$ cat src/rtl/mprx_pkg.sv
package mprx_pkg;

    localparam int DATA_BITS   = 8;
    localparam int OS_RATE     = 16;
    localparam int SYNC_STAGES = 2;
    localparam int ADDR_W      = 2;

    localparam logic [ADDR_W-1:0] ADDR_DATA = 2'd0;
    localparam logic [ADDR_W-1:0] ADDR_CTRL = 2'd1;
    localparam logic [ADDR_W-1:0] ADDR_STAT = 2'd2;

    typedef enum logic [1:0] {
        ST_IDLE  = 2'd0,
        ST_START = 2'd1,
        ST_BITS  = 2'd2,
        ST_STOP  = 2'd3
    } rx_state_e;

    typedef struct packed {
        logic                 stop_ok;
        logic                 addr_flag;
        logic [DATA_BITS-1:0] data;
    } rx_frame_t;

    typedef struct packed {
        logic skip;
        logic load;
        logic ovr_set;
        logic ferr_set;
        logic id_clr;
    } rx_action_t;

    typedef struct packed {
        logic filt_en;
        logic irq_en;
    } rx_ctrl_t;

    function automatic logic [DATA_BITS-1:0] pack_status(
        input logic full, input logic ovr, input logic ferr, input logic flag);
        logic [DATA_BITS-1:0] s;
        s    = '0;
        s[0] = full;
        s[1] = ovr;
        s[2] = ferr;
        s[3] = flag;
        return s;
    endfunction

endpackage

$ cat src/rtl/mprx_sync.sv
module mprx_sync #(
    parameter int STAGES = mprx_pkg::SYNC_STAGES
) (
    input  logic clk,
    input  logic rst,
    input  logic din,
    output logic dout
);
    logic [STAGES-1:0] chain_q;

    generate
        for (genvar i = 0; i < STAGES; i++) begin : g_stage
            if (i == 0) begin : g_first
                always_ff @(posedge clk) begin
                    if (rst) chain_q[0] <= 1'b1;
                    else     chain_q[0] <= din;
                end
            end else begin : g_next
                always_ff @(posedge clk) begin
                    if (rst) chain_q[i] <= 1'b1;
                    else     chain_q[i] <= chain_q[i-1];
                end
            end
        end
    endgenerate

    assign dout = chain_q[STAGES-1];
endmodule

$ cat src/rtl/mprx_deser.sv
module mprx_deser import mprx_pkg::*; #(
    parameter int OSR = OS_RATE
) (
    input  logic      clk,
    input  logic      rst,
    input  logic      rx_s,
    input  logic      tick,
    output logic      fr_valid,
    output rx_frame_t fr
);
    localparam int CW  = $clog2(OSR);
    localparam int SHW = DATA_BITS + 1;
    localparam int IW  = $clog2(SHW);
    localparam logic [CW-1:0] HALF = CW'(OSR/2 - 1);
    localparam logic [CW-1:0] LAST = CW'(OSR - 1);
    localparam logic [IW-1:0] IDX_END = IW'(SHW - 1);

    rx_state_e      state_q;
    logic [CW-1:0]  cnt_q;
    logic [IW-1:0]  idx_q;
    logic [SHW-1:0] sh_q;

    always_ff @(posedge clk) begin
        if (rst) begin
            state_q  <= ST_IDLE;
            cnt_q    <= '0;
            idx_q    <= '0;
            sh_q     <= '0;
            fr_valid <= 1'b0;
            fr       <= '0;
        end else begin
            fr_valid <= 1'b0;
            if (tick) begin
                unique case (state_q)
                    ST_IDLE: begin
                        if (!rx_s) begin
                            state_q <= ST_START;
                            cnt_q   <= '0;
                        end
                    end
                    ST_START: begin
                        if (cnt_q == HALF) begin
                            cnt_q <= '0;
                            idx_q <= '0;
                            state_q <= rx_s ? ST_IDLE : ST_BITS;
                        end else begin
                            cnt_q <= cnt_q + 1'b1;
                        end
                    end
                    ST_BITS: begin
                        if (cnt_q == LAST) begin
                            cnt_q <= '0;
                            sh_q  <= {rx_s, sh_q[SHW-1:1]};
                            if (idx_q == IDX_END) state_q <= ST_STOP;
                            else                  idx_q   <= idx_q + 1'b1;
                        end else begin
                            cnt_q <= cnt_q + 1'b1;
                        end
                    end
                    ST_STOP: begin
                        if (cnt_q == LAST) begin
                            cnt_q        <= '0;
                            fr_valid     <= 1'b1;
                            fr.stop_ok   <= rx_s;
                            fr.addr_flag <= sh_q[SHW-1];
                            fr.data      <= sh_q[DATA_BITS-1:0];
                            state_q      <= ST_IDLE;
                        end else begin
                            cnt_q <= cnt_q + 1'b1;
                        end
                    end
                    default: state_q <= ST_IDLE;
                endcase
            end
        end
    end

    // a start edge that reads 1 at mid-bit returns to idle
    a_r2_glitch_reject: assert property (@(posedge clk) disable iff (rst)
        (state_q == ST_START && tick && cnt_q == HALF && rx_s) |=> (state_q == ST_IDLE && !fr_valid));

    // each received frame is reported by a single-cycle pulse
    a_r1_single_pulse: assert property (@(posedge clk) disable iff (rst)
        fr_valid |=> !fr_valid);
endmodule

$ cat src/rtl/mprx_filter.sv
module mprx_filter import mprx_pkg::*; (
    input  logic       fr_valid,
    input  rx_frame_t  fr,
    input  logic       filt_en,
    input  logic       full,
    output rx_action_t act
);
    logic qualify;

    always_comb begin
        act.skip     = fr_valid && filt_en && !fr.addr_flag;
        qualify      = fr_valid && !act.skip && fr.stop_ok;
        act.ferr_set = fr_valid && !act.skip && !fr.stop_ok;
        act.ovr_set  = qualify && full;
        act.load     = qualify && !full;
        act.id_clr   = act.load && filt_en && fr.addr_flag;
    end
endmodule

$ cat src/rtl/mprx_regs.sv
module mprx_regs import mprx_pkg::*; (
    input  logic                 clk,
    input  logic                 rst,
    input  logic                 fr_valid,
    input  rx_frame_t            fr,
    input  logic                 wr,
    input  logic                 rd,
    input  logic [ADDR_W-1:0]    addr,
    input  logic [DATA_BITS-1:0] wdata,
    output logic [DATA_BITS-1:0] rdata,
    output logic [DATA_BITS-1:0] rx_data,
    output logic                 irq
);
    rx_ctrl_t             ctrl_q;
    logic [DATA_BITS-1:0] data_q;
    logic                 full_q, ovr_q, ferr_q, flag_q;
    rx_action_t           act;
    logic                 unused_wbits;

    assign unused_wbits = ^wdata[DATA_BITS-1:3];

    mprx_filter u_filter (
        .fr_valid (fr_valid),
        .fr       (fr),
        .filt_en  (ctrl_q.filt_en),
        .full     (full_q),
        .act      (act)
    );

    always_ff @(posedge clk) begin
        if (rst) begin
            ctrl_q <= '0;
            data_q <= '0;
            full_q <= 1'b0;
            ovr_q  <= 1'b0;
            ferr_q <= 1'b0;
            flag_q <= 1'b0;
        end else begin
            if (wr && addr == ADDR_CTRL) begin
                ctrl_q.filt_en <= wdata[0];
                ctrl_q.irq_en  <= wdata[1];
            end
            if (act.id_clr) ctrl_q.filt_en <= 1'b0;

            if (wr && addr == ADDR_STAT) begin
                if (wdata[1]) ovr_q  <= 1'b0;
                if (wdata[2]) ferr_q <= 1'b0;
            end
            if (act.ovr_set)  ovr_q  <= 1'b1;
            if (act.ferr_set) ferr_q <= 1'b1;

            if (rd && addr == ADDR_DATA) full_q <= 1'b0;
            if (act.load) begin
                data_q <= fr.data;
                flag_q <= fr.addr_flag;
                full_q <= 1'b1;
            end
        end
    end

    always_comb begin
        unique case (addr)
            ADDR_DATA: rdata = data_q;
            ADDR_CTRL: rdata = {{(DATA_BITS-2){1'b0}}, ctrl_q.irq_en, ctrl_q.filt_en};
            ADDR_STAT: rdata = pack_status(full_q, ovr_q, ferr_q, flag_q);
            default:   rdata = '0;
        endcase
    end

    assign rx_data = data_q;
    assign irq     = full_q && ctrl_q.irq_en;

    a_r4_skip_holds: assert property (@(posedge clk) disable iff (rst)
        (act.skip && !(rd && addr == ADDR_DATA)) |=> ($stable(data_q) && $stable(full_q)));

    a_r5_id_disarms: assert property (@(posedge clk) disable iff (rst)
        act.id_clr |=> !ctrl_q.filt_en);

    a_r3_load_value: assert property (@(posedge clk) disable iff (rst)
        (fr_valid && !ctrl_q.filt_en && fr.stop_ok && !full_q) |=> (full_q && data_q == $past(fr.data)));

    a_r8_overrun_keeps: assert property (@(posedge clk) disable iff (rst)
        act.ovr_set |=> (ovr_q && $stable(data_q)));

    a_r7_framing_keeps: assert property (@(posedge clk) disable iff (rst)
        act.ferr_set |=> (ferr_q && $stable(data_q)));
endmodule

$ cat src/rtl/mprx_top.sv
module mprx_top import mprx_pkg::*; (
    input  logic                 clk,
    input  logic                 rst,
    input  logic                 rx_line,
    input  logic                 os_tick,
    input  logic                 reg_wr,
    input  logic                 reg_rd,
    input  logic [ADDR_W-1:0]    reg_addr,
    input  logic [DATA_BITS-1:0] reg_wdata,
    output logic [DATA_BITS-1:0] reg_rdata,
    output logic [DATA_BITS-1:0] rx_data,
    output logic                 rx_irq
);
    logic      rx_s;
    logic      fr_valid;
    rx_frame_t fr;

    mprx_sync #(.STAGES(SYNC_STAGES)) u_sync (
        .clk  (clk),
        .rst  (rst),
        .din  (rx_line),
        .dout (rx_s)
    );

    mprx_deser #(.OSR(OS_RATE)) u_deser (
        .clk      (clk),
        .rst      (rst),
        .rx_s     (rx_s),
        .tick     (os_tick),
        .fr_valid (fr_valid),
        .fr       (fr)
    );

    mprx_regs u_regs (
        .clk      (clk),
        .rst      (rst),
        .fr_valid (fr_valid),
        .fr       (fr),
        .wr       (reg_wr),
        .rd       (reg_rd),
        .addr     (reg_addr),
        .wdata    (reg_wdata),
        .rdata    (reg_rdata),
        .rx_data  (rx_data),
        .irq      (rx_irq)
    );
endmodule

$ cat config.mk
export PLATFORM = sky130hd
export DESIGN_NAME = mprx_top
export DESIGN_NICKNAME = d
export VERILOG_FILES = /design/src/rtl/mprx_pkg.sv /design/src/rtl/mprx_sync.sv /design/src/rtl/mprx_deser.sv /design/src/rtl/mprx_filter.sv /design/src/rtl/mprx_regs.sv /design/src/rtl/mprx_top.sv
export SDC_FILE = /design/constraint.sdc
export NUM_CORES = 1
export LEC_CHECK = 0
export BUFFER_PORTS_ARGS = -buffer_cell sky130_fd_sc_hd__buf_4
export CAP_MARGIN = 25
export CORE_ASPECT_RATIO = 0.7
export CORE_MARGIN = 5
export CORE_UTILIZATION = 30
export CTS_CLUSTER_DIAMETER = 150
export DETAILED_ROUTE_END_ITERATION = 8
export PLACE_DENSITY_LB_ADDON = 0.1
export SYNTH_ARGS = -nofsm -noshare
export SYNTH_HDL_FRONTEND = slang
export SYNTH_HIERARCHICAL = 1
export SYNTH_SLANG_ARGS = --single-unit
export TNS_END_PERCENT = 20
$ cat constraint.sdc
create_clock -name clk -period 1.5 [get_ports clk]
set_input_delay 0.15 -clock clk [delete_from_list [all_inputs] [get_ports clk]]
set_output_delay 0.15 -clock clk [all_outputs]
set_load 0.01 [all_outputs]
# [Yosys cells after proc, flatten, opt, wreduce, memory -nomap -nowiden]
# Index checks and enable logic that the tools add are counted.
[op_classes] addsub=2 n_reduce_logical=35 eq_ne=14 n_bitwise=2 muxes=25
[ops] op="$mux W4" count=6
[ops] op="$pmux W8 S3" count=1
[ops] op="$logic_and A1 B1 Y1" count=13
[ops] op="$mux W2" count=6
[ops] op="$pmux W4 S3" count=1
[ops] op="$reduce_bool A2 Y1" count=6
[ops] op="$mux W1" count=9
[ops] op="$add A4 B1 Y4 const B" count=2
[ops] op="$eq A4 B4 Y1 const B" count=2
[ops] op="$ne A2 B1 Y1 const B" count=4
[ops] op="$pmux W2 S4" count=1
[ops] op="$pmux W4 S2" count=1
[ops] op="$eq A2 B2 Y1 const B" count=3
[ops] op="$reduce_and A2 Y1" count=3
[ops] op="$reduce_and A3 Y1" count=2
[ops] op="$reduce_and A6 Y1" count=1
[ops] op="$reduce_and A5 Y1" count=1
[ops] op="$eq A2 B1 Y1 const B" count=2
[ops] op="$eq A4 B3 Y1 const B" count=1
[ops] op="$logic_not A1 Y1" count=4
[ops] op="$logic_not A2 Y1" count=2
[ops] op="$ne A2 B2 Y1 const B" count=2
[ops] op="$reduce_or A2 Y1" count=2
[ops] op="$reduce_or A3 Y1" count=1
[ops] op="$not A1 Y1" count=2
[word_totals] ff_bits=46 input_bits=16

# [Logic depth before layout (Yosys ltp)]
[logic_depth] word_depth=9 mapped_depth=6 mapped_depth_nobuf=6

# [Modules after synthesis]
# Netlist, hierarchy kept.
[modules_own_cells] mod="mprx_deser" cells_per_inst=155 instances=1 area_per_inst_um2=1310.0 seq_area_each_um2=600.6
[modules_own_cells] mod="mprx_regs" cells_per_inst=68 instances=1 area_per_inst_um2=658.1 seq_area_each_um2=280.3
[modules_own_cells] mod="mprx_filter" cells_per_inst=8 instances=1 area_per_inst_um2=67.6 seq_area_each_um2=0.0
[modules_own_cells] mod="mprx_sync" cells_per_inst=4 instances=1 area_per_inst_um2=52.6 seq_area_each_um2=40.0

# [Worst setup path after synthesis]
# OpenSTA, ideal clock, no wires.
[synth_path] kind="reg-to-reg" start="reg u_deser.cnt_q[0]" end="reg u_deser/fr[0] (netlist name)" required_ns=1.368 stages_incl_launch_ff=7 setup_slack_ns=0.057 arrival_ns=1.310 cell_sequence="dfxtp_1 ha_1 nand3_1 or2_2 buf_2 nand2_1 a21oi_1"
[synth_between] elab_chain_cells=2
[synth_lines] item="from (decl)" line="mprx_deser.sv:19" text="logic [CW-1:0] cnt_q;"
[synth_lines] item="from (signal assigned)" line="mprx_deser.sv:47" text="cnt_q <= cnt_q + 1'b1;"
[synth_lines] item="from (signal assigned)" line="mprx_deser.sv:57" text="cnt_q <= cnt_q + 1'b1;"
[synth_lines] item="from (signal assigned)" line="mprx_deser.sv:69" text="cnt_q <= cnt_q + 1'b1;"
[synth_lines] item="$eq A4 B4 Y1" line="mprx_deser.sv:61" text="if (cnt_q == LAST) begin"
[synth_lines] item="$reduce_and A3 Y1 (no line)"
# No other way between the ends.
# A chain may end at the register's enable or synchronous reset.

# [Final worst setup path]
[layout_path] start="reg u_deser.idx_q[1]" end="reg u_deser.idx_q[2]"
[layout_between] elab_chain_cells=4 elab_cells_between_ends=7 cone_classes="1 x add/sub; 2 x eq/ne; 3 x mux; 1 x reduce/logical"
[layout_lines] item="from (decl)" line="mprx_deser.sv:20" text="logic [IW-1:0] idx_q;"
[layout_lines] item="from (signal assigned)" line="mprx_deser.sv:55" text="else idx_q <= idx_q + 1'b1;"
[layout_lines] item="$add A4 B1 Y4" line="mprx_deser.sv:55"
[layout_lines] item="$mux W4" line="mprx_deser.sv:54" text="if (idx_q == IDX_END) state_q <= ST_STOP;"
[layout_lines] item="$mux W4" line="mprx_deser.sv:51" text="if (cnt_q == LAST) begin"
[layout_lines] item="$pmux W4 S2" line="mprx_deser.sv:34" text="unique case (state_q)"
# Several ways; a longest one is shown, not always the timed one. The select of a mux whose other input is x is not followed.

==> results.py <==
metrics = {
    "critical_path": {
        "reg2reg_depth": 6,
        "crit_path_cell_trace": "inv_1, ha_1, nand3b_1, nand3_1, or3_1, a31oi_1",
        "cp_data_required_time_ps": 1730,
        "arrival_ps": 1630,
        "critPathTopFamily": "simple AND/OR/NAND/NOR gates",
        "critPathMaxStageDelay_ps": 400,
        "crit_path_max_fanout": 4,
        "cp-end-kind": "flop",
        "critical_path.startpoint_type": "flop",
        "cp_slowest_cell": "dfxtp_1",
        "critical_path_cell_count": 6,
        "crit_buf_inv": 1,
        "setup.worst_path.class": "flop to flop",
    },
    "power_and_ir_drop": {
        "static-leakage-power_nw": 0.9458,
        "ir_drop_v": 0.0003661,
        "total_power_mw": 2.282,
        "power.density_cell_area_mw_per_mm2": 869.8,
    },
    "routing": {
        "finalWirelength_microns": 4551,
        "routed-via-count": 1655,
        "route.detailed.wl_per_inst_microns": 12.43,
        "detailedRoute.firstIterationViolations": 57,
        "drtPass1Iterations": 4,
        "postRouteAntennaNets": 0,
        "detail_route.drc_violations": 0,
        "detail_route.vias_per_cell": 4.522,
    },
    "final_layout": {
        "proportion_of_layout_cells_with_a_drive_suffix_above_1_pct": 25.74,
        "post_layout_nonfiller_instances": 366,
        "num-nets-final": 290,
        "antenna_diode_count": 0,
        "layout-area-overhead-vs-synth_pct": 26.02,
        "layout.cell_area.non_filler_sq_mm": 0.002624,
    },
    "synth": {
        "syn-mean-instance-area_sq_um": 8.897,
        "syn_nets": 253,
        "synth.yosys.warnings": 6,
        "syn_area_sq_mm": 0.002082,
        "netlist_instances": 234,
    },
    "clock_tree": {
        "worst_setup_hold_path_clk_slew_ps": 90,
        "hold_buffers": 0,
        "cts-htree-levels": 2,
        "clock_latency_ps": 300,
        "cts_max_path_buffers": 2,
        "clockRootBuffer": "clkbuf_8",
        "tritoncts": "done",
        "cts_num_sinks": 46,
        "cts_inserted_buffers": 5,
    },
    "die": {
        "floorplan.initialDensity_pct": 30.81,
        "placement_rows": 25,
        "top_level_ports": 33,
        "placeable_core_region_sq_mm": 0.006756,
        "floorplan.die.height_microns": 79.70,
        "dieArea_sq_mm": 0.008733,
        "die_extent_in_x_microns": 109.6,
    },
    "run": {
        "maxCapViolations": 0,
    },
    "place": {
        "port_buffers": 27,
        "dpl.cell_count": 357,
        "place_congestion": 0.7171,
        "placedInstanceArea_sq_mm": 0.002467,
        "place_ws_ps": 21.61,
        "detailedPlacementHpwl_microns": 3315,
    },
    "global_routing": {
        "grt_overflow": 0,
        "track_usage_pct": 11.42,
        "grt_start_max_net_pins": 28,
        "initial_antenna_violation_count": 0,
        "grt_pass1_vias": 1543,
        "grt_first_pass_wirelength_microns": 7686,
    },
    "worst_hold_path": {
        "hold_path_class": "input pin to flop",
        "timing.hold.worst_path_depth": 2,
    },
    "timing": {
        "totalNegativeSetupSlack_ps": 0,
        "final_critical_path_setup_slack_ps": 104.2,
        "setup-violations-final": 0,
        "finalMaxSlewViolations": 0,
        "clock_skew_ps": 8.026,
        "timing_hold_violations_final": 0,
        "final_min_period_over_clock_period_pct": 93.06,
        "worst_pin_slew_ps": 380.2,
        "slew_headroom_pct": 74.39,
        "period_minus_slack_ps": 1396,
        "achievable_frequency_ghz": 0.7164,
    },
    "run_status": {
        "run_status": "finished, final reports clean",
    },
}
[through the flow]
stage	hold WS (ps)	utilization (%)
global route	28.03	38.83
detailed placement	338.8	36.52
floorplan	222.1	-
global placement	333.5	36.52
CTS	17.43	38.20
finish	28.37	38.83
[what timing repair did]
item                                   4_1_cts  5_1_grt
endpoints found under the hold margin        0        0
setup endpoints to repair                    0       24
gates resized for setup                      0       10
buffers inserted                             0        1
[final timing paths]
kind,start,endpoint,slack (ps)
max,u_deser/idx_q[1]$_SDFFE_PP0P_,u_deser/idx_q[2]$_SDFFE_PP0P_,100
min,rx_line,u_sync/chain_q[0]$_SDFF_PP1_,30
max reg2reg,u_deser/idx_q[1]$_SDFFE_PP0P_,u_deser/idx_q[2]$_SDFFE_PP0P_,100
min reg2reg,u_sync/chain_q[0]$_SDFF_PP1_,u_sync/dout$_SDFF_PP1_,430
[layout make-up]
| class | instances | area, sq um |
|---|---|---|
| clock buffers | 5 | 68.82 |
| clock inverters | 3 | 45.04 |
| well taps | 94 | 117.6 |
| fillers | 727 | 4133 |
| repair buffers | 41 | 345.3 |
| inverters | 8 | 30.03 |
| flip-flops and latches | 46 | 925.9 |
| multi-input cells | 169 | 1091 |
[power by group]
group	switching [mW]	leakage, nW	internal, mW
logic	0.0567	0.522	0.0464
registers	0.0117	0.373	1.23
clock network	0.440	0.0504	0.496
total	0.508	0.946	1.77
[layout by cell type (no fill, tap or decap), types with 2 or more instances in the layout]
cell type	instances
nand2_1	35
and2_1	5
or3_1	3
nor2_2	2
clkbuf_8	5
buf_12	3
nor2_1	33
dfxtp_1	42
nor3_2	2
and3b_2	2
or2_1	2
o2bb2ai_1	2
a311oi_1	3
nor3b_1	3
buf_4	38
inv_1	8
a31oi_1	3
mux2i_1	25
ha_1	2
a21o_1	2
nor3b_2	2
clkinvlp_4	2
nand2b_1	2
a21oi_1	13
dfxtp_2	4
nand3_1	6
o21ai_0	2
[per-layer routing]
layer,track usage (%),vias up,part of all wire (%)
li1,-,873,-
met1,17.32,755,55
met2,14.98,22,41
met3,3.153,5,3.6
met4,4.110,0,0.97
met5,0,-,0
[sequential cells by signal, summed over array words and instances (netlist names), named ones only]
signal            flops
u_deser/fr           10
u_regs/full_q         1
u_sync/dout           1
u_regs/ovr_q          1
u_sync/chain_q        1
u_regs/ctrl_q         2
u_deser/state_q       1
u_deser/idx_q         4
u_deser/cnt_q         4
u_deser/fr_valid      1
u_deser/sh_q          9
u_regs/rx_data        8
u_regs/flag_q         1
u_regs/ferr_q         1
Power figures use the tool's default switching activity.
